<file path="src/rtl/cf_rd_pkg.sv">
package cf_rd_pkg;
  localparam int WORD_W = 16;

  localparam logic [7:0] REG_MODE   = 8'h00;
  localparam logic [7:0] REG_STAT   = 8'h04;
  localparam logic [7:0] REG_LBA_LO = 8'h10;
  localparam logic [7:0] REG_LBA_HI = 8'h12;
  localparam logic [7:0] REG_CMD    = 8'h14;
  localparam logic [7:0] REG_CTRL   = 8'h18;
  localparam logic [7:0] REG_DATA   = 8'h40;

  localparam int CTL_LOCK   = 1;
  localparam int CTL_CFGRST = 7;
  localparam int ST_LOCK    = 1;
  localparam int ST_CARD    = 4;
  localparam int ST_BUF     = 5;
  localparam int ST_RDY     = 8;

  localparam logic [WORD_W-1:0] CMD_READ = 16'h0300;
  localparam logic [WORD_W-1:0] MODE_16  = 16'h0001;

  typedef enum logic [1:0] {
    ERR_NONE      = 2'd0,
    ERR_NO_CARD   = 2'd1,
    ERR_LOCK      = 2'd2,
    ERR_NOT_READY = 2'd3
  } err_e;

  typedef enum logic [4:0] {
    S_IDLE, S_MODE, S_LK_RD, S_LK_WR, S_LK_POLL, S_RDY_POLL,
    S_LBA_LO, S_LBA_HI, S_CMD, S_RST_RD, S_RST_WR, S_BUF_POLL,
    S_DATA, S_UNR_RD, S_UNR_WR, S_REL_RD, S_REL_WR, S_FIN
  } st_e;
endpackage

</file>
<file path="src/rtl/cf_bus_port.sv">
module cf_bus_port import cf_rd_pkg::*; #(
  parameter int ADDR_W = 8
) (
  input  logic              clk_i,
  input  logic              rst_ni,
  input  logic              go_i,
  input  logic              we_i,
  input  logic [ADDR_W-1:0] addr_i,
  input  logic [WORD_W-1:0] wdata_i,
  output logic              done_o,
  output logic [WORD_W-1:0] rdata_o,
  output logic              bus_req_o,
  output logic              bus_we_o,
  output logic [ADDR_W-1:0] bus_addr_o,
  output logic [WORD_W-1:0] bus_wdata_o,
  input  logic              bus_ack_i,
  input  logic [WORD_W-1:0] bus_rdata_i
);
  logic              req_q, we_q, done_q;
  logic [ADDR_W-1:0] addr_q;
  logic [WORD_W-1:0] wdata_q, rdata_q;

  always_ff @(posedge clk_i or negedge rst_ni) begin
    if (!rst_ni) begin
      req_q   <= 1'b0;
      we_q    <= 1'b0;
      done_q  <= 1'b0;
      addr_q  <= '0;
      wdata_q <= '0;
      rdata_q <= '0;
    end else begin
      done_q <= 1'b0;
      if (req_q) begin
        if (bus_ack_i) begin
          req_q   <= 1'b0;
          done_q  <= 1'b1;
          rdata_q <= bus_rdata_i;
        end
      end else if (go_i) begin
        req_q   <= 1'b1;
        we_q    <= we_i;
        addr_q  <= addr_i;
        wdata_q <= wdata_i;
      end
    end
  end

  assign done_o      = done_q;
  assign rdata_o     = rdata_q;
  assign bus_req_o   = req_q;
  assign bus_we_o    = we_q;
  assign bus_addr_o  = addr_q;
  assign bus_wdata_o = wdata_q;


  req_hold_chk: assert property (@(posedge clk_i) disable iff (!rst_ni)
    (bus_req_o && !bus_ack_i) |=> (bus_req_o && $stable(bus_addr_o) &&
                                   $stable(bus_wdata_o) && $stable(bus_we_o)));

  go_idle_chk: assert property (@(posedge clk_i) disable iff (!rst_ni)
    go_i |-> (!bus_req_o && !done_o));
endmodule

</file>
<file path="src/rtl/cf_chunk_calc.sv">
module cf_chunk_calc import cf_rd_pkg::*; #(
  parameter int LBA_W     = 28,
  parameter int CNT_W     = 16,
  parameter int CHUNK_MAX = 256,
  localparam int CHK_W    = $clog2(CHUNK_MAX + 1),
  localparam int FLD_W    = $clog2(CHUNK_MAX)
) (
  input  logic              clk_i,
  input  logic              rst_ni,
  input  logic              load_i,
  input  logic [LBA_W-1:0]  lba_i,
  input  logic [CNT_W-1:0]  cnt_i,
  input  logic              adv_i,
  output logic [WORD_W-1:0] lba_lo_o,
  output logic [WORD_W-1:0] lba_hi_o,
  output logic [CNT_W-1:0]  remain_o,
  output logic [CHK_W-1:0]  chunk_o,
  output logic [WORD_W-1:0] cmd_o,
  output logic              last_o
);
  logic [LBA_W-1:0] lba_q;
  logic [CNT_W-1:0] remain_q;
  logic [CHK_W-1:0] chunk;

  always_comb begin
    if (remain_q > CNT_W'(CHUNK_MAX)) chunk = CHK_W'(CHUNK_MAX);
    else                              chunk = CHK_W'(remain_q);
  end

  always_ff @(posedge clk_i or negedge rst_ni) begin
    if (!rst_ni) begin
      lba_q    <= '0;
      remain_q <= '0;
    end else if (load_i) begin
      lba_q    <= lba_i;
      remain_q <= cnt_i;
    end else if (adv_i) begin
      lba_q    <= lba_q + LBA_W'(chunk);
      remain_q <= remain_q - CNT_W'(chunk);
    end
  end

  assign lba_lo_o = lba_q[15:0];
  assign lba_hi_o = WORD_W'(lba_q[LBA_W-1:16]);
  assign remain_o = remain_q;
  assign chunk_o  = chunk;
  // count field wraps: a full chunk encodes as zero
  assign cmd_o    = CMD_READ | WORD_W'(chunk[FLD_W-1:0]);
  assign last_o   = (remain_q == CNT_W'(chunk));


  chunk_bound_chk: assert property (@(posedge clk_i) disable iff (!rst_ni)
    (remain_o != '0) |-> (chunk_o != '0 && chunk_o <= CHK_W'(CHUNK_MAX)));

  adv_step_chk: assert property (@(posedge clk_i) disable iff (!rst_ni)
    (adv_i && !load_i) |=> (remain_o == $past(remain_o) - CNT_W'($past(chunk_o))));
endmodule

</file>
<file path="src/rtl/cf_byte_ser.sv">
module cf_byte_ser import cf_rd_pkg::*; (
  input  logic              clk_i,
  input  logic              rst_ni,
  input  logic              load_i,
  input  logic [WORD_W-1:0] word_i,
  output logic              vld_o,
  output logic [7:0]        byte_o
);
  logic       hi_pend_q, vld_q;
  logic [7:0] hi_q, byte_q;

  always_ff @(posedge clk_i or negedge rst_ni) begin
    if (!rst_ni) begin
      hi_pend_q <= 1'b0;
      vld_q     <= 1'b0;
      hi_q      <= '0;
      byte_q    <= '0;
    end else if (load_i) begin
      byte_q    <= word_i[7:0];
      hi_q      <= word_i[15:8];
      vld_q     <= 1'b1;
      hi_pend_q <= 1'b1;
    end else if (hi_pend_q) begin
      byte_q    <= hi_q;
      vld_q     <= 1'b1;
      hi_pend_q <= 1'b0;
    end else begin
      vld_q     <= 1'b0;
    end
  end

  assign vld_o  = vld_q;
  assign byte_o = byte_q;


  load_gap_chk: assert property (@(posedge clk_i) disable iff (!rst_ni)
    load_i |-> !hi_pend_q);

  pair_chk: assert property (@(posedge clk_i) disable iff (!rst_ni)
    load_i |=> vld_o ##1 vld_o);
endmodule

</file>
<file path="src/rtl/cf_sector_reader.sv">
module cf_sector_reader import cf_rd_pkg::*; #(
  parameter int LBA_W             = 28,
  parameter int CNT_W             = 16,
  parameter int ADDR_W            = 8,
  parameter int CHUNK_MAX         = 256,
  parameter int WORDS_PER_BURST   = 16,
  parameter int BURSTS_PER_SECTOR = 16,
  parameter int LOCK_POLLS        = 12,
  parameter int RDY_POLLS         = 2002
) (
  input  logic              clk_i,
  input  logic              rst_ni,
  input  logic              start_i,
  input  logic [LBA_W-1:0]  lba_i,
  input  logic [CNT_W-1:0]  count_i,
  output logic              busy_o,
  output logic              done_o,
  output logic [1:0]        err_code_o,
  output logic [CNT_W-1:0]  sectors_o,
  output logic              bus_req_o,
  output logic              bus_we_o,
  output logic [ADDR_W-1:0] bus_addr_o,
  output logic [15:0]       bus_wdata_o,
  input  logic              bus_ack_i,
  input  logic [15:0]       bus_rdata_i,
  output logic              byte_valid_o,
  output logic [7:0]        byte_o
);
  localparam int CHK_W  = $clog2(CHUNK_MAX + 1);
  localparam int BST_W  = $clog2(CHUNK_MAX * BURSTS_PER_SECTOR + 1);
  localparam int WRD_W  = $clog2(WORDS_PER_BURST + 1);
  localparam int PMAX   = (LOCK_POLLS > RDY_POLLS) ? LOCK_POLLS : RDY_POLLS;
  localparam int POLL_W = $clog2(PMAX + 1);

  st_e               state_q;
  err_e              err_q;
  logic              pend_q, mode_set_q;
  logic [WORD_W-1:0] ctrl_q;
  logic [POLL_W-1:0] poll_q;
  logic [BST_W-1:0]  burst_q;
  logic [WRD_W-1:0]  word_q;
  logic [CNT_W-1:0]  sectors_q;

  logic              acc, go, we, done;
  logic [ADDR_W-1:0] addr;
  logic [WORD_W-1:0] wdata, rd;
  logic              load, adv, idle_start;
  logic [WORD_W-1:0] lba_lo, lba_hi, cmd;
  logic [CNT_W-1:0]  remain;
  logic [CHK_W-1:0]  chunk;
  logic              last;

  assign idle_start = (state_q == S_IDLE) && start_i;
  assign load       = idle_start && (count_i != '0);
  assign adv        = (state_q == S_UNR_WR) && done;

  always_comb begin
    acc   = 1'b1;
    we    = 1'b0;
    addr  = ADDR_W'(REG_STAT);
    wdata = '0;
    unique case (state_q)
      S_MODE:   begin we = 1'b1; addr = ADDR_W'(REG_MODE); wdata = MODE_16; end
      S_LK_RD, S_RST_RD, S_UNR_RD, S_REL_RD:
                addr = ADDR_W'(REG_CTRL);
      S_LK_WR:  begin we = 1'b1; addr = ADDR_W'(REG_CTRL); wdata = ctrl_q | (16'h1 << CTL_LOCK); end
      S_RST_WR: begin we = 1'b1; addr = ADDR_W'(REG_CTRL); wdata = ctrl_q | (16'h1 << CTL_CFGRST); end
      S_UNR_WR: begin we = 1'b1; addr = ADDR_W'(REG_CTRL); wdata = ctrl_q & ~(16'h1 << CTL_CFGRST); end
      S_REL_WR: begin we = 1'b1; addr = ADDR_W'(REG_CTRL); wdata = ctrl_q & ~(16'h1 << CTL_LOCK); end
      S_LK_POLL, S_RDY_POLL, S_BUF_POLL:
                addr = ADDR_W'(REG_STAT);
      S_LBA_LO: begin we = 1'b1; addr = ADDR_W'(REG_LBA_LO); wdata = lba_lo; end
      S_LBA_HI: begin we = 1'b1; addr = ADDR_W'(REG_LBA_HI); wdata = lba_hi; end
      S_CMD:    begin we = 1'b1; addr = ADDR_W'(REG_CMD); wdata = cmd; end
      S_DATA:   addr = ADDR_W'(REG_DATA);
      default:  acc = 1'b0;
    endcase
  end

  assign go = acc && !pend_q;

  always_ff @(posedge clk_i or negedge rst_ni) begin
    if (!rst_ni) begin
      state_q    <= S_IDLE;
      err_q      <= ERR_NONE;
      pend_q     <= 1'b0;
      mode_set_q <= 1'b0;
      ctrl_q     <= '0;
      poll_q     <= '0;
      burst_q    <= '0;
      word_q     <= '0;
      sectors_q  <= '0;
    end else begin
      if (go) pend_q <= 1'b1;
      if (done) pend_q <= 1'b0;
      unique case (state_q)
        S_IDLE: if (start_i) begin
          err_q     <= ERR_NONE;
          sectors_q <= '0;
          if (count_i == '0)   state_q <= S_FIN;
          else if (mode_set_q) state_q <= S_LK_RD;
          else                 state_q <= S_MODE;
        end
        S_MODE: if (done) begin
          mode_set_q <= 1'b1;
          state_q    <= S_LK_RD;
        end
        S_LK_RD: if (done) begin
          ctrl_q  <= rd;
          state_q <= S_LK_WR;
        end
        S_LK_WR: if (done) begin
          poll_q  <= '0;
          state_q <= S_LK_POLL;
        end
        S_LK_POLL: if (done) begin
          if (rd[ST_LOCK]) begin
            poll_q  <= '0;
            state_q <= S_RDY_POLL;
          end else if (poll_q == POLL_W'(LOCK_POLLS - 1)) begin
            err_q   <= ERR_LOCK;
            state_q <= S_FIN;
          end else begin
            poll_q  <= poll_q + 1'b1;
          end
        end
        S_RDY_POLL: if (done) begin
          if (!rd[ST_CARD]) begin
            err_q   <= ERR_NO_CARD;
            state_q <= S_REL_RD;
          end else if (rd[ST_RDY]) begin
            state_q <= S_LBA_LO;
          end else if (poll_q == POLL_W'(RDY_POLLS - 1)) begin
            err_q   <= ERR_NOT_READY;
            state_q <= S_REL_RD;
          end else begin
            poll_q  <= poll_q + 1'b1;
          end
        end
        S_LBA_LO: if (done) state_q <= S_LBA_HI;
        S_LBA_HI: if (done) state_q <= S_CMD;
        S_CMD: if (done) begin
          burst_q <= BST_W'(chunk) * BST_W'(BURSTS_PER_SECTOR);
          state_q <= S_RST_RD;
        end
        S_RST_RD: if (done) begin
          ctrl_q  <= rd;
          state_q <= S_RST_WR;
        end
        S_RST_WR: if (done) state_q <= S_BUF_POLL;
        S_BUF_POLL: if (done && rd[ST_BUF]) begin
          word_q  <= '0;
          state_q <= S_DATA;
        end
        S_DATA: if (done) begin
          if (word_q == WRD_W'(WORDS_PER_BURST - 1)) begin
            burst_q <= burst_q - 1'b1;
            state_q <= (burst_q == BST_W'(1)) ? S_UNR_RD : S_BUF_POLL;
          end else begin
            word_q  <= word_q + 1'b1;
          end
        end
        S_UNR_RD: if (done) begin
          ctrl_q  <= rd;
          state_q <= S_UNR_WR;
        end
        S_UNR_WR: if (done) begin
          sectors_q <= sectors_q + CNT_W'(chunk);
          state_q   <= last ? S_REL_RD : S_LBA_LO;
        end
        S_REL_RD: if (done) begin
          ctrl_q  <= rd;
          state_q <= S_REL_WR;
        end
        S_REL_WR: if (done) state_q <= S_FIN;
        S_FIN: state_q <= S_IDLE;
        default: state_q <= S_IDLE;
      endcase
    end
  end

  cf_bus_port #(.ADDR_W(ADDR_W)) u_port (
    .clk_i       (clk_i),
    .rst_ni      (rst_ni),
    .go_i        (go),
    .we_i        (we),
    .addr_i      (addr),
    .wdata_i     (wdata),
    .done_o      (done),
    .rdata_o     (rd),
    .bus_req_o   (bus_req_o),
    .bus_we_o    (bus_we_o),
    .bus_addr_o  (bus_addr_o),
    .bus_wdata_o (bus_wdata_o),
    .bus_ack_i   (bus_ack_i),
    .bus_rdata_i (bus_rdata_i)
  );

  cf_chunk_calc #(.LBA_W(LBA_W), .CNT_W(CNT_W), .CHUNK_MAX(CHUNK_MAX)) u_chunk (
    .clk_i    (clk_i),
    .rst_ni   (rst_ni),
    .load_i   (load),
    .lba_i    (lba_i),
    .cnt_i    (count_i),
    .adv_i    (adv),
    .lba_lo_o (lba_lo),
    .lba_hi_o (lba_hi),
    .remain_o (remain),
    .chunk_o  (chunk),
    .cmd_o    (cmd),
    .last_o   (last)
  );

  cf_byte_ser u_ser (
    .clk_i  (clk_i),
    .rst_ni (rst_ni),
    .load_i (done && (state_q == S_DATA)),
    .word_i (rd),
    .vld_o  (byte_valid_o),
    .byte_o (byte_o)
  );

  assign busy_o     = (state_q != S_IDLE);
  assign done_o     = (state_q == S_FIN);
  assign err_code_o = err_q;
  assign sectors_o  = sectors_q;


  done_pulse_chk: assert property (@(posedge clk_i) disable iff (!rst_ni)
    done_o |=> !done_o);

  zero_cnt_chk: assert property (@(posedge clk_i) disable iff (!rst_ni)
    (start_i && !busy_o && count_i == '0) |=> (done_o && err_code_o == 2'd0 && sectors_o == '0));

  byte_busy_chk: assert property (@(posedge clk_i) disable iff (!rst_ni)
    byte_valid_o |-> busy_o);

  err_sectors_chk: assert property (@(posedge clk_i) disable iff (!rst_ni)
    (done_o && err_code_o != 2'd0) |-> (sectors_o == '0));

  busy_start_chk: assert property (@(posedge clk_i) disable iff (!rst_ni)
    (busy_o && !done_o && start_i) |=> busy_o);

  remain_idle_chk: assert property (@(posedge clk_i) disable iff (!rst_ni)
    (state_q == S_CMD) |-> (remain != '0));
endmodule

</file>
<file path="config.mk">
export PLATFORM = sky130hd
export DESIGN_NAME = cf_sector_reader
export DESIGN_NICKNAME = d
export VERILOG_FILES = /design/src/rtl/cf_rd_pkg.sv /design/src/rtl/cf_bus_port.sv /design/src/rtl/cf_chunk_calc.sv /design/src/rtl/cf_byte_ser.sv /design/src/rtl/cf_sector_reader.sv
export SDC_FILE = /design/constraint.sdc
export NUM_CORES = 1
export LEC_CHECK = 0
export ABC_AREA = 0
export BUFFER_PORTS_ARGS = -buffer_cell sky130_fd_sc_hd__buf_4
export CORE_MARGIN = 5
export CORE_UTILIZATION = 45
export DETAILED_ROUTE_END_ITERATION = 16
export GPL_ROUTABILITY_DRIVEN = 0
export PLACE_DENSITY = 0.69
export RECOVER_POWER = 25
export SKIP_CTS_REPAIR_TIMING = 1
export SLEW_MARGIN = 20
export SYNTH_ARGS = -nofsm -noshare
export SYNTH_HDL_FRONTEND = slang
export SYNTH_SLANG_ARGS = --single-unit
</file>
<file path="constraint.sdc">
create_clock -name clk_i -period 3.9 [get_ports clk_i]
set_input_delay 0.195 -clock clk_i [delete_from_list [all_inputs] [get_ports clk_i]]
set_output_delay 0.195 -clock clk_i [all_outputs]
set_load 0.03 [all_outputs]
</file>
# [After elaboration in Yosys (flattened, before gate mapping)]
# Cells that the tools add are included.
[word_totals] register_bits=175 input_bits=64 out_inout_bits=55
[op_classes] add_sub_neg=6 n_lt_le_gt_ge=1 eq_ne=51 n_mux=78 n_bitwise=1 n_reduce_logical=33
[op_table] cell="5-bit 2-to-1 mux" count=27
[op_table] cell="16-bit one-hot mux with 8 select lines" count=1
[op_table] cell="11-bit 2-to-1 mux" count=8
[op_table] cell="5-bit one-hot mux with 17 select lines" count=1
[op_table] cell="16-bit 2-to-1 mux" count=4
[op_table] cell="28-bit 2-to-1 mux" count=2
[op_table] cell="5-bit by 4-bit == test with 1-bit output, second input constant" count=9
[op_table] cell="7-bit one-hot mux with 6 select lines" count=1
[op_table] cell="13-bit 2-to-1 mux" count=3
[op_table] cell="11-bit one-hot mux with 3 select lines" count=1
[op_table] cell="2-bit by 1-bit != test with 1-bit output, second input constant" count=16
[op_table] cell="16-bit one-hot mux with 2 select lines" count=1
[op_table] cell="28-bit by 9-bit adder with 28-bit output" count=1
[op_table] cell="13-bit one-hot mux with 2 select lines" count=1
[op_table] cell="5-bit by 3-bit == test with 1-bit output, second input constant" count=4
[op_table] cell="20-bit AND reduction" count=1
[op_table] cell="2-bit 2-to-1 mux" count=9
[op_table] cell="16-bit by 9-bit adder with 16-bit output" count=1
[op_table] cell="16-bit by 9-bit == test with 1-bit output" count=1
[op_table] cell="16-bit by 9-bit greater-than comparator with 1-bit output, second input constant" count=1
[op_table] cell="16-bit logical NOT" count=1
[op_table] cell="8-bit 2-to-1 mux" count=2
[op_table] cell="2-bit != test, second input constant" count=8
[op_table] cell="8-bit AND reduction" count=2
[op_table] cell="other kinds (33)" count=64

# [Longest topological paths before layout]
# Gate-level depths: netlist of run 1.
[depth] ltp_word=6 depth_mapped=14 ltp_nobuf=12

# [Modules after synthesis]
# A second synthesis of run 1 with hierarchy kept.
[hier_totals] hier_cells=1054 area_unflattened_um2=10141.0
[by_module_without_submodules] mod="cf_sector_reader" n_inst=1 cells_each=555 area_per_inst_um2=4717.0
[by_module_without_submodules] mod="cf_chunk_calc" n_inst=1 cells_each=352 area_per_inst_um2=3002.9
[by_module_without_submodules] mod="cf_bus_port" n_inst=1 cells_each=92 area_per_inst_um2=1677.9
[by_module_without_submodules] mod="cf_byte_ser" n_inst=1 cells_each=55 area_per_inst_um2=743.2

# [Worst setup path after synthesis of run 1]
# OpenSTA, ideal clock, no wires.
[synth_path] path_type="flip-flop to flip-flop" from="reg u_chunk.remain_q[2] (netlist: u_chunk.remain_o[2])" to="reg u_chunk.lba_q[9]" setup_time_ns=0.126 t_arrival_ns=3.304 setup_slack_ns=0.470 path_stages_with_launch=14 n_path_buf=2 cell_sequence="dfrtp_1 > or4_1 > o41ai_1 > and2_1 > buf_2 > nand2_1 > inv_1 > ha_1 > o211ai_1 > a22oi_1 > a31oi_1 > buf_2 > nor3_1 > a221o_1"
[synth_via] elab_chain_cells=5
[synth_rtl] item="start, declared" line="cf_chunk_calc.sv:22" source="logic [CNT_W-1:0] remain_q;"
[synth_rtl] item="start signal, assigned" line="cf_chunk_calc.sv:36" source="remain_q <= cnt_i;"
[synth_rtl] item="start signal, assigned" line="cf_chunk_calc.sv:39" source="remain_q <= remain_q - CNT_W'(chunk);"
[synth_rtl] item="16-bit by 9-bit greater-than comparator with 1-bit output" line="cf_chunk_calc.sv:26" source="if (remain_q > CNT_W'(CHUNK_MAX)) chunk = CHK_W'(CHUNK_MAX);"
[synth_rtl] item="9-bit 2-to-1 mux *" line="cf_chunk_calc.sv:26"
[synth_rtl] item="28-bit by 9-bit adder with 28-bit output *" line="cf_chunk_calc.sv:38" source="lba_q <= lba_q + LBA_W'(chunk);"
[synth_rtl] item="28-bit 2-to-1 mux *" line="cf_chunk_calc.sv:37" source="end else if (adv_i) begin"
[synth_rtl] item="28-bit 2-to-1 mux *" line="cf_chunk_calc.sv:34" source="end else if (load_i) begin"
[synth_rtl] item="end signal, assigned" line="cf_chunk_calc.sv:35" source="lba_q <= lba_i;"
[synth_rtl] item="end signal, assigned" line="cf_chunk_calc.sv:38"
[synth_rtl] item="end, declared" line="cf_chunk_calc.sv:21" source="logic [LBA_W-1:0] lba_q;"
# Every way passes the cells marked *; elsewhere a longest branch is shown, timed or not. The select of a mux whose other input is x is not followed.
# A chain may end at the register's enable or synchronous reset.

# [Worst setup path after layout of run 1]
[layout_path] from="reg u_chunk.remain_q[2] (netlist: u_chunk.remain_o[2])" to="reg u_chunk.lba_q[15]"
# Same word-level chain as after synthesis.

==> results of run 1 <==
worst max path at each step:
stage | from | endpoint | slack [ps] | cells past startpoint
global route | u_chunk.remain_o[2] | sectors_o[9] | 30 | 12
CTS | u_chunk.remain_o[2] | u_chunk.lba_q[15] | 220 | 12
finish | u_chunk.remain_o[2] | u_chunk.lba_q[15] | 180 | 12
detailed placement | u_chunk.remain_o[2] | u_chunk.lba_q[15] | 250 | 13
global placement | u_chunk.remain_o[2] | u_chunk.lba_q[15] | 370 | 12
floorplan | u_chunk.remain_o[2] | u_chunk.lba_q[9] | 470 | 13
logic make-up (layout without fill, tap and decap cells):
| group | after synthesis | count (layout) | synth area share, % |
|---|---|---|---|
| simple gates | 414 | 414 | 21.3 |
| xor+xnor | 26 | 26 | 2.27 |
| fa+ha+maj | 25 | 25 | 3.12 |
| flops | 172 | 172 | 43.0 |
| compound gates | 299 | 299 | 20.1 |
| mux | 56 | 56 | 6.13 |
| other cells | 2 | 4 | 0.0750 |
| buf+inv | 90 | 222 | 4.05 |
sequential cells by signal, indices dropped and copies added (netlist names), 2 cells and up:
signal              flops
u_port.bus_wdata_o     16
state_q                 5
word_q                  5
burst_q                13
sectors_o              16
ctrl_q                 16
u_ser.hi_q              8
u_chunk.remain_o       16
u_port.bus_addr_o       5
u_ser.byte_o            8
err_code_o              2
poll_q                 11
u_chunk.lba_q          28
u_port.rdata_o         16
worst max-delay path, stage by stage (launching register included):
cell and delay, ps:
dfrtp_1 430, or4_1 560, o41ai_1 380, and2_2 270, nand2_1 110, inv_1 120
ha_1 310, o211ai_1 130, a22oi_1 340, a31oi_1 160, buf_4 220, o311a_1 330
a211o_1 220
metrics by stage:
| stage | total power (W) | cell area (sq um) | utilization (%) |
|---|---|---|---|
| 6_report | 0.00839 | 11900 | 54.2 |
| 5_1_grt | 0.00890 | 11900 | 54.2 |
| 4_1_cts | 0.00845 | 11800 | 53.7 |
| 3_3_place_gp | 0.00661 | 11200 | 51.0 |
| 3_5_place_dp | 0.00668 | 11200 | 51.0 |
| 2_1_floorplan | 0.00547 | 10000 | - |
cell type report:
type | instances | area (sq um) | share of cell area, %
inverters | 26 | 97.6 | 0.823
flip-flops and latches | 172 | 4300 | 36.3
multi-input cells | 824 | 5330 | 44.9
clock buffers | 18 | 439 | 3.70
well taps | 280 | 350 | 2.95
repair buffers | 165 | 1180 | 9.96
clock inverters | 13 | 158 | 1.33
layer usage:
metal,share of wire [%],routed length (um),global-route usage [%],up-vias
met5,0,0,0,-
met4,2.6,748,6.79,0
met3,6.6,1890,4.09,54
met2,45,13000,33.3,353
met1,46,13100,32.1,4368
li1,-,-,-,4273
placed cells by master (no fill, tap or decap), drive strengths merged, types with 5 or more instances in the layout:
cell         synthesis  final
o22ai               11     11
dlygate4sd3          0     21
nor3                26     26
o221ai               5      5
o21ai               83     83
buf                 24    111
nand4               15     15
and2                 9      9
o311ai              13     13
o21bai               5      5
a21oi               58     58
a31oi                7      7
a222oi               8      8
nor4                20     20
and3                25     25
a22oi               22     22
clkbuf              39     51
or4                 11     11
dfrtp              172    172
nand2              134    134
nand2b              17     17
xnor2                7      7
ha                  25     25
mux2i               13     13
inv                 26     31
o211ai              19     19
mux2                43     43
xor2                19     19
a21o                12     12
nand3b               5      5
or3                 18     18
nor2b                8      8
nor2                62     62
o31ai                6      6
nand3               47     47
report_power, final:
part,switching [W],internal (W)
sequential,0.000875,0.00243
clock,0.000778,0.000975
combinational,0.00200,0.00134
total,0.00365,0.00474
==> impl_metrics.env, run 1 <==
export IMPL_first_global_vias=8470
export IMPL_grt_max_degree=110
export IMPL_min_from="lba_i[1]"
export IMPL_async_flop_share_pct=100
export IMPL_synth_edf_count=0
export IMPL_period_needed_ps=3720
export IMPL_worst_r2r_cell_count=12
export IMPL_overflow=0
export IMPL_drt_initial_drc_count=857
export IMPL_cts_max_level=4
export IMPL_drc=0
export IMPL_syn_area_sq_um=10000
export IMPL_synthTopCellsByCount="dfrtp_1, nand2_1, o21ai_0"
export IMPL_n_antenna_cell=0
export IMPL_fillers=2034
export IMPL_syn_avg_cell_area_sq_um=9.24
export IMPL_num_io_pins=119
export IMPL_worstSetupEndpointType="register"
export IMPL_drt_vias_per_instance=6.04
export IMPL_die_x_um=159
export IMPL_synth_top_cell_by_area="dfrtp_1"
export IMPL_cts_buffer_depth=2
export IMPL_hold_path_class="in -> reg"
export IMPL_cts_root_buf="clkbuf_16"
export IMPL_clk_pin_slew_ps=70
export IMPL_yosys_warnings=0
export IMPL_dp_slack_ps=248
export IMPL_run_status="finished with violations"
export IMPL_synthTopCellsByArea="dfrtp_1, nand2_1, mux2_2"
export IMPL_start_util_pct=45.8
export IMPL_drive_gt1_share_pct=17.2
export IMPL_antenna_found_initial=0
export IMPL_setup_violations=0
export IMPL_dp_hpwl_mm=20.5
export IMPL_fin_skew_ps=9.94
export IMPL_r2r_end="u_chunk.lba_q[15]"
export IMPL_nets=1295
export IMPL_maxCapViolCount=1
export IMPL_numCtsBuffers=17
export IMPL_synth_top_cell_area_share_pct=43.0
export IMPL_r2r_slack_ps=180
export IMPL_rsz0062_at_grt="false"
export IMPL_clock_latency_ps=440
export IMPL_cts_tree="built"
export IMPL_ys_ff_latch=172
export IMPL_critPathArrivalTime_ps=4040
export IMPL_synth_cell_type_count=80
export IMPL_criticalPathCategory="reg -> reg"
export IMPL_clock_fmax_mhz=269
export IMPL_port_buffers=115
export IMPL_seq_area_frac_synth_pct=43.0
export IMPL_peakVddDrop_uv=339
export IMPL_core_area_sq_um=21900
export IMPL_post_route_period_util_pct=95.3
export IMPL_holdWs_ps=-11.0
export IMPL_required_ps=4220
export IMPL_ys_flop_type="dfrtp_1"
export IMPL_wirelength_mm=28.7
export IMPL_p_leak_nw=5.25
export IMPL_fin_ws_ps=183
export IMPL_grtUsageTotal_pct=22.0
export IMPL_hold_depth=3
export IMPL_die_area_sq_um=25300
export IMPL_ant_nets=0
export IMPL_num_vias=9048
export IMPL_finalSetupTns_ps=0
export IMPL_rr_startpoint="u_chunk.remain_o[2]"
export IMPL_die_h_um=159
export IMPL_slew_limit_headroom_pct=-82.4
export IMPL_hold_viol_final=10
export IMPL_drtPass1Iterations=6
export IMPL_rows=54
export IMPL_wl_per_cell_um=19.1
export IMPL_clock_sinks=172
export IMPL_failed_checks="negative hold slack, max-capacitance violations, max-slew violations"
export IMPL_tightestPinTransition_ps=2740
export IMPL_finalMaxSlewViolations=109
export IMPL_grt_first_pass_wirelength_mm=46.2
export IMPL_cp_start_kind="register"
export IMPL_synth_most_common_cell="dfrtp_1"
export IMPL_hold_end="u_chunk.lba_q[1]"
export IMPL_syn_instance_count=1084
export IMPL_area_growth_pct=18.4
export IMPL_dp_cells=1446
export IMPL_stdcell_count=1498
export IMPL_power_density_nw_per_um2=708
export IMPL_cp_max_fo=18
Power figures use the tool's default switching activity.
==> run 2, diff against run 1 <==
--- a/config.mk
+++ b/config.mk
@@ -11,7 +11,7 @@
 export CORE_UTILIZATION = 45
 export DETAILED_ROUTE_END_ITERATION = 16
 export GPL_ROUTABILITY_DRIVEN = 0
-export PLACE_DENSITY = 0.69
+export PLACE_DENSITY_LB_ADDON = 0.2
 export RECOVER_POWER = 25
 export SKIP_CTS_REPAIR_TIMING = 1
 export SLEW_MARGIN = 20
==> run 2 against run 1 <==
The flow still finishes with violations (negative hold slack, max-capacitance violations, max-slew violations). Sequential share of layout area shrank 0.30 points. Final cell count grew 0.40%. Final area grew 0.83%. Clock skew grew 1.9 ps. Flip-flop and latch count is the same. Global-route usage grew 0.18 points. Total power grew 0.33%. Highest routed layer unchanged. Clock power is essentially flat. Worst hold slack lost 16 ps. Sequential power is essentially flat. First-iteration DRC count shrank 11%.
==> impl_metrics.env, run 2 (synthesis results as in run 1) <==
export IMPL_run_status="finished with violations"
export IMPL_failed_checks="negative hold slack, max-capacitance violations, max-slew violations"
export IMPL_rsz0062_at_grt="false"
export IMPL_largest_register_ffs=28
export IMPL_wirelength_mm=28.8
export IMPL_holdWs_ps=-27.5
export IMPL_clk_pin_slew_ps=80
export IMPL_layout_common_cells="dfrtp_1, nand2_1, buf_4"
export IMPL_path_common_cell="a211o_1"
export IMPL_dp_slack_ps=217
export IMPL_cp_cell_sequence="or4_1, o41ai_2, and2_2, nand2_1, inv_1, ha_1, a211o_1, a21oi_1, a22oi_1, a31oi_1, buf_4, o311a_1, a211o_1"
export IMPL_power_density_nw_per_um2=704
export IMPL_dp_cells=1446
export IMPL_startpoint="u_chunk.remain_o[2]"
export IMPL_fin_ws_ps=177
export IMPL_r2r_slack_ps=180
export IMPL_rr_startpoint="u_chunk.remain_o[2]"
export IMPL_min_from="lba_i[23]"
export IMPL_cp_max_fo=18
export IMPL_maxCapViolCount=1
export IMPL_finalMaxSlewViolations=74
export IMPL_grt_max_degree=100
export IMPL_p_leak_nw=5.31
export IMPL_drc=0
export IMPL_criticalPathCategory="reg -> reg"
export IMPL_final_core_util_pct=54.6
export IMPL_slew_limit_headroom_pct=-23.2
export IMPL_cp_start_kind="register"
export IMPL_clock_latency_ps=440
export IMPL_required_ps=4230
export IMPL_core_area_sq_um=21900
export IMPL_worst_r2r_cell_count=13
export IMPL_hold_viol_final=3
export IMPL_cts_root_buf="clkbuf_16"
export IMPL_clock_sinks=172
export IMPL_worstSetupEndpointType="register"
export IMPL_num_vias=9030
export IMPL_hold_path_class="in -> reg"
export IMPL_period_needed_ps=3720
export IMPL_cts_tree="built"
export IMPL_die_h_um=159
export IMPL_drtPass1Iterations=5
export IMPL_clock_fmax_mhz=269
export IMPL_grt_first_pass_wirelength_mm=46.5
export IMPL_fin_skew_ps=11.8
export IMPL_critPathArrivalTime_ps=4050
export IMPL_num_io_pins=119
export IMPL_cts_buffer_depth=2
export IMPL_tightestPinTransition_ps=1850
export IMPL_stdcell_count=1504
export IMPL_drive_gt1_share_pct=17.7
export IMPL_cts_max_level=4
export IMPL_final_common_cell="dfrtp_1"
export IMPL_drt_initial_drc_count=762
export IMPL_regMostFlops="u_chunk.lba_q"
export IMPL_die_area_sq_um=25300
export IMPL_start_util_pct=45.8
export IMPL_post_route_period_util_pct=95.5
export IMPL_die_x_um=159
export IMPL_area_growth_pct=19.4
export IMPL_port_buffers=115
export IMPL_setup_violations=0
export IMPL_cp_endpoint="u_chunk.lba_q[15]"
export IMPL_drt_vias_per_instance=6.00
export IMPL_numCtsBuffers=17
export IMPL_overflow=0
export IMPL_antenna_found_initial=0
export IMPL_finalSetupTns_ps=0
export IMPL_r2r_end="u_chunk.lba_q[15]"
export IMPL_slowest_stage="or4_1"
export IMPL_slowest_delay_ps=590
export IMPL_rows=54
export IMPL_first_global_vias=8590
export IMPL_ant_nets=0
export IMPL_grtUsageTotal_pct=22.2
export IMPL_dp_hpwl_mm=20.6
export IMPL_wl_per_cell_um=19.1
export IMPL_nets=1300
export IMPL_peakVddDrop_uv=463
export IMPL_n_antenna_cell=0
run 2: cell types whose count changed in the layout (fill, tap and decap cells not counted), moves of 2 or more:
cell / change
dlygate4sd3_1: +5
buf_4: +5
clkinv_8: +2
clkbuf_1: -5
clkinvlp_4: -3
inv_8: +4
run 2: per-layer routing:
metal / up-vias / global-route usage [%] / part of all wire (%)
met2: 302 / 34.6 / 46
met4: 0 / 6.40 / 1.6
met1: 4394 / 31.5 / 46
met5: - / 0 / 0
li1: 4298 / - / -
met3: 36 / 4.32 / 6.4
run 2: cell type report:
class / count / area (sq um)
Tap cell: 280 / 350
Sequential cell: 172 / 4300
Clock inverter: 14 / 170
Timing Repair Buffer: 170 / 1270
Inverter: 26 / 97.6
Multi-Input combinational cell: 824 / 5340
Clock buffer: 18 / 429
Fill cell: 2019 / 9930
run 2: worst max-delay path: cells and delay by family, from the launching register on:
kind,cells,cell delay [ps]
fa+ha+maj,1,240
compound gates,7,1590
flops,1,420
buf+inv,2,360
simple gates,3,990
run 2: per-stage QoR:
step | total power, W | cell area, sq um | hold WS [ps]
floorplan | 0.00547 | 10000 | -101
global placement | 0.00664 | 11200 | 260
detailed placement | 0.00670 | 11200 | 261
CTS | 0.00846 | 11800 | -207
global route | 0.00895 | 12000 | 0.583
finish | 0.00842 | 12000 | -27.5
run 2: worst min-delay path by stage:
stage | endpoint | slack [ps] | cells after the start
after global placement | u_port.rdata_o[12] | 260 | 1
after CTS | u_port.rdata_o[12] | -210 | 1
after floorplan | burst_q[0] | -100 | 0
after detailed placement | u_port.rdata_o[12] | 260 | 1
after global routing | u_chunk.lba_q[23] | 0.6 | 3
final | u_chunk.lba_q[23] | -30 | 3
run 2: power breakdown:
group | internal, W | switching [W] | total [W]
combinational | 0.00137 | 0.00202 | 0.00339
clock | 0.000922 | 0.000826 | 0.00175
sequential | 0.00243 | 0.000851 | 0.00328
total | 0.00472 | 0.00370 | 0.00842
==> run 3, diff against run 2 <==
--- a/config.mk
+++ b/config.mk
@@ -7,8 +7,11 @@
 export LEC_CHECK = 0
 export ABC_AREA = 0
 export BUFFER_PORTS_ARGS = -buffer_cell sky130_fd_sc_hd__buf_4
-export CORE_MARGIN = 5
+export CELL_PAD_IN_SITES_DETAIL_PLACEMENT = 1
+export CELL_PAD_IN_SITES_GLOBAL_PLACEMENT = 1
+export CORE_MARGIN = 2
 export CORE_UTILIZATION = 45
+export CTS_BUF_LIST = sky130_fd_sc_hd__clkbuf_8
 export DETAILED_ROUTE_END_ITERATION = 16
 export GPL_ROUTABILITY_DRIVEN = 0
 export PLACE_DENSITY_LB_ADDON = 0.2
==> run 3 against run 2 <==
The run still ends with negative hold slack, max-capacitance violations, max-slew violations left. Worst hold slack gained 1.4 ps. Via count grew 4.1%. Register-to-register slack about the same. Worst setup slack lost 7.9 ps. Combinational power is 6.5% higher. Sequential share of layout area decreased by 0.60 points. First-iteration DRC count is 14% lower. Largest cell class unchanged. Highest routed layer unchanged. Sequential power rose by 2%.
==> impl_metrics.env, run 3 (synthesis results as in run 1) <==
export IMPL_post_route_period_util_pct=95.7
export IMPL_required_ps=4330
export IMPL_overflow=0
export IMPL_num_io_pins=119
export IMPL_grt_max_degree=79
export IMPL_start_util_pct=45.9
export IMPL_ant_nets=0
export IMPL_grtUsageTotal_pct=27.2
export IMPL_cts_tree="built"
export IMPL_antenna_found_initial=0
export IMPL_drt_vias_per_instance=6.13
export IMPL_numCtsBuffers=17
export IMPL_nets=1329
export IMPL_p_leak_nw=5.46
export IMPL_peakVddDrop_uv=388
export IMPL_drtPass1Iterations=6
export IMPL_n_antenna_cell=0
export IMPL_regMostFlops="u_chunk.lba_q"
export IMPL_wirelength_mm=33.3
export IMPL_wl_per_cell_um=21.7
export IMPL_drc=0
export IMPL_num_vias=9401
export IMPL_grt_first_pass_wirelength_mm=50.9
export IMPL_final_common_cell="dfrtp_1"
export IMPL_cts_buffer_depth=2
export IMPL_clock_latency_ps=500
export IMPL_holdWs_ps=-26.1
export IMPL_worstSetupEndpointType="register"
export IMPL_die_area_sq_um=23500
export IMPL_largest_register_ffs=28
export IMPL_clock_fmax_mhz=268
export IMPL_clk_pin_slew_ps=100
export IMPL_first_global_vias=9418
export IMPL_run_status="finished with violations"
export IMPL_finalSetupTns_ps=0
export IMPL_hold_depth=3
export IMPL_critPathArrivalTime_ps=4160
export IMPL_cts_root_buf="clkbuf_8"
export IMPL_port_buffers=115
export IMPL_maxCapViolCount=2
export IMPL_die_x_um=153
export IMPL_fin_skew_ps=25.2
export IMPL_die_h_um=153
export IMPL_drt_initial_drc_count=657
export IMPL_tightestPinTransition_ps=1980
export IMPL_worst_r2r_cell_count=12
export IMPL_core_area_sq_um=21800
export IMPL_finalMaxSlewViolations=138
export IMPL_failed_checks="negative hold slack, max-capacitance violations, max-slew violations"
export IMPL_layout_common_cells="dfrtp_1, buf_4, nand2_1"
export IMPL_criticalPathCategory="reg -> reg"
export IMPL_dp_hpwl_mm=23.1
export IMPL_power_density_nw_per_um2=684
export IMPL_drive_gt1_share_pct=19.8
export IMPL_period_needed_ps=3730
export IMPL_cp_max_fo=6
export IMPL_clock_sinks=172
export IMPL_final_core_util_pct=55.7
export IMPL_area_growth_pct=21.4
export IMPL_rows=54
export IMPL_fillers=2486
export IMPL_setup_violations=0
export IMPL_cts_max_level=4
export IMPL_hold_viol_final=4
export IMPL_hold_path_class="in -> reg"
export IMPL_cp_start_kind="register"
export IMPL_slew_limit_headroom_pct=-31.9
[run 3: per-stage QoR]
stage	hold WS, ps	std cells	power, W	instance area, sq um	setup WS (ps)
finish	-26.1	1533	0.00832	12200	169
global route	2.68	1533	0.00882	12200	-0.463
CTS	-255	1481	0.00823	11600	103
detailed placement	290	1449	0.00683	11200	132
global placement	291	1449	0.00669	11200	344
floorplan	-101	1086	0.00547	10000	470
[run 3: routing by layer]
metal  track usage, %  up-vias  wire length, um
met5                0        -                0
met4             10.0        0              855
met3             4.85       54             1680
met2             43.7      248            16100
met1             36.9     4749            14700
li1                 -     4350                -
[run 3: worst max-delay path: stages (launching register included)]
cell,delay (ps)
dfrtp_1,460
or4_1,600
o41ai_2,340
and2_2,260
nand2_1,140
inv_1,150
ha_1,240
nand3_1,200
nor4_4,270
a311oi_2,120
o22ai_2,320
or4b_1,480
nand3_1,100
[run 3: final timing paths]
path | start | to | slack, ps
setup / recovery | u_chunk.remain_o[2] | u_chunk.lba_q[22] | 170
hold / removal | lba_i[1] | u_chunk.lba_q[1] | -30
setup reg to reg | u_chunk.remain_o[2] | u_chunk.lba_q[22] | 170
hold reg to reg | u_port.bus_addr_o[6] | u_port.bus_addr_o[6] | 490
max in group asynchronous | rst_ni | u_chunk.remain_o[6] | 710
min in group asynchronous | rst_ni | u_ser.hi_q[3] | 760
[run 3: power breakdown]
group          leakage [nW]  total (W)  internal [W]  switching, W
logic                  3.01    0.00361       0.00148       0.00213
clock network         0.217    0.00138      0.000512      0.000865
registers              2.23    0.00333       0.00242      0.000913
total                  5.46    0.00832       0.00441       0.00391
[run 3: layout make-up]
class | instances | area (sq um) | share of cell area (%)
multi-input combinational | 824 | 5350 | 44.0
clock buffer | 17 | 234 | 1.92
timing repair buffer | 199 | 1620 | 13.3
tap | 280 | 350 | 2.88
inverter | 26 | 97.6 | 0.802
sequential | 172 | 4300 | 35.4
clock inverter | 15 | 211 | 1.74
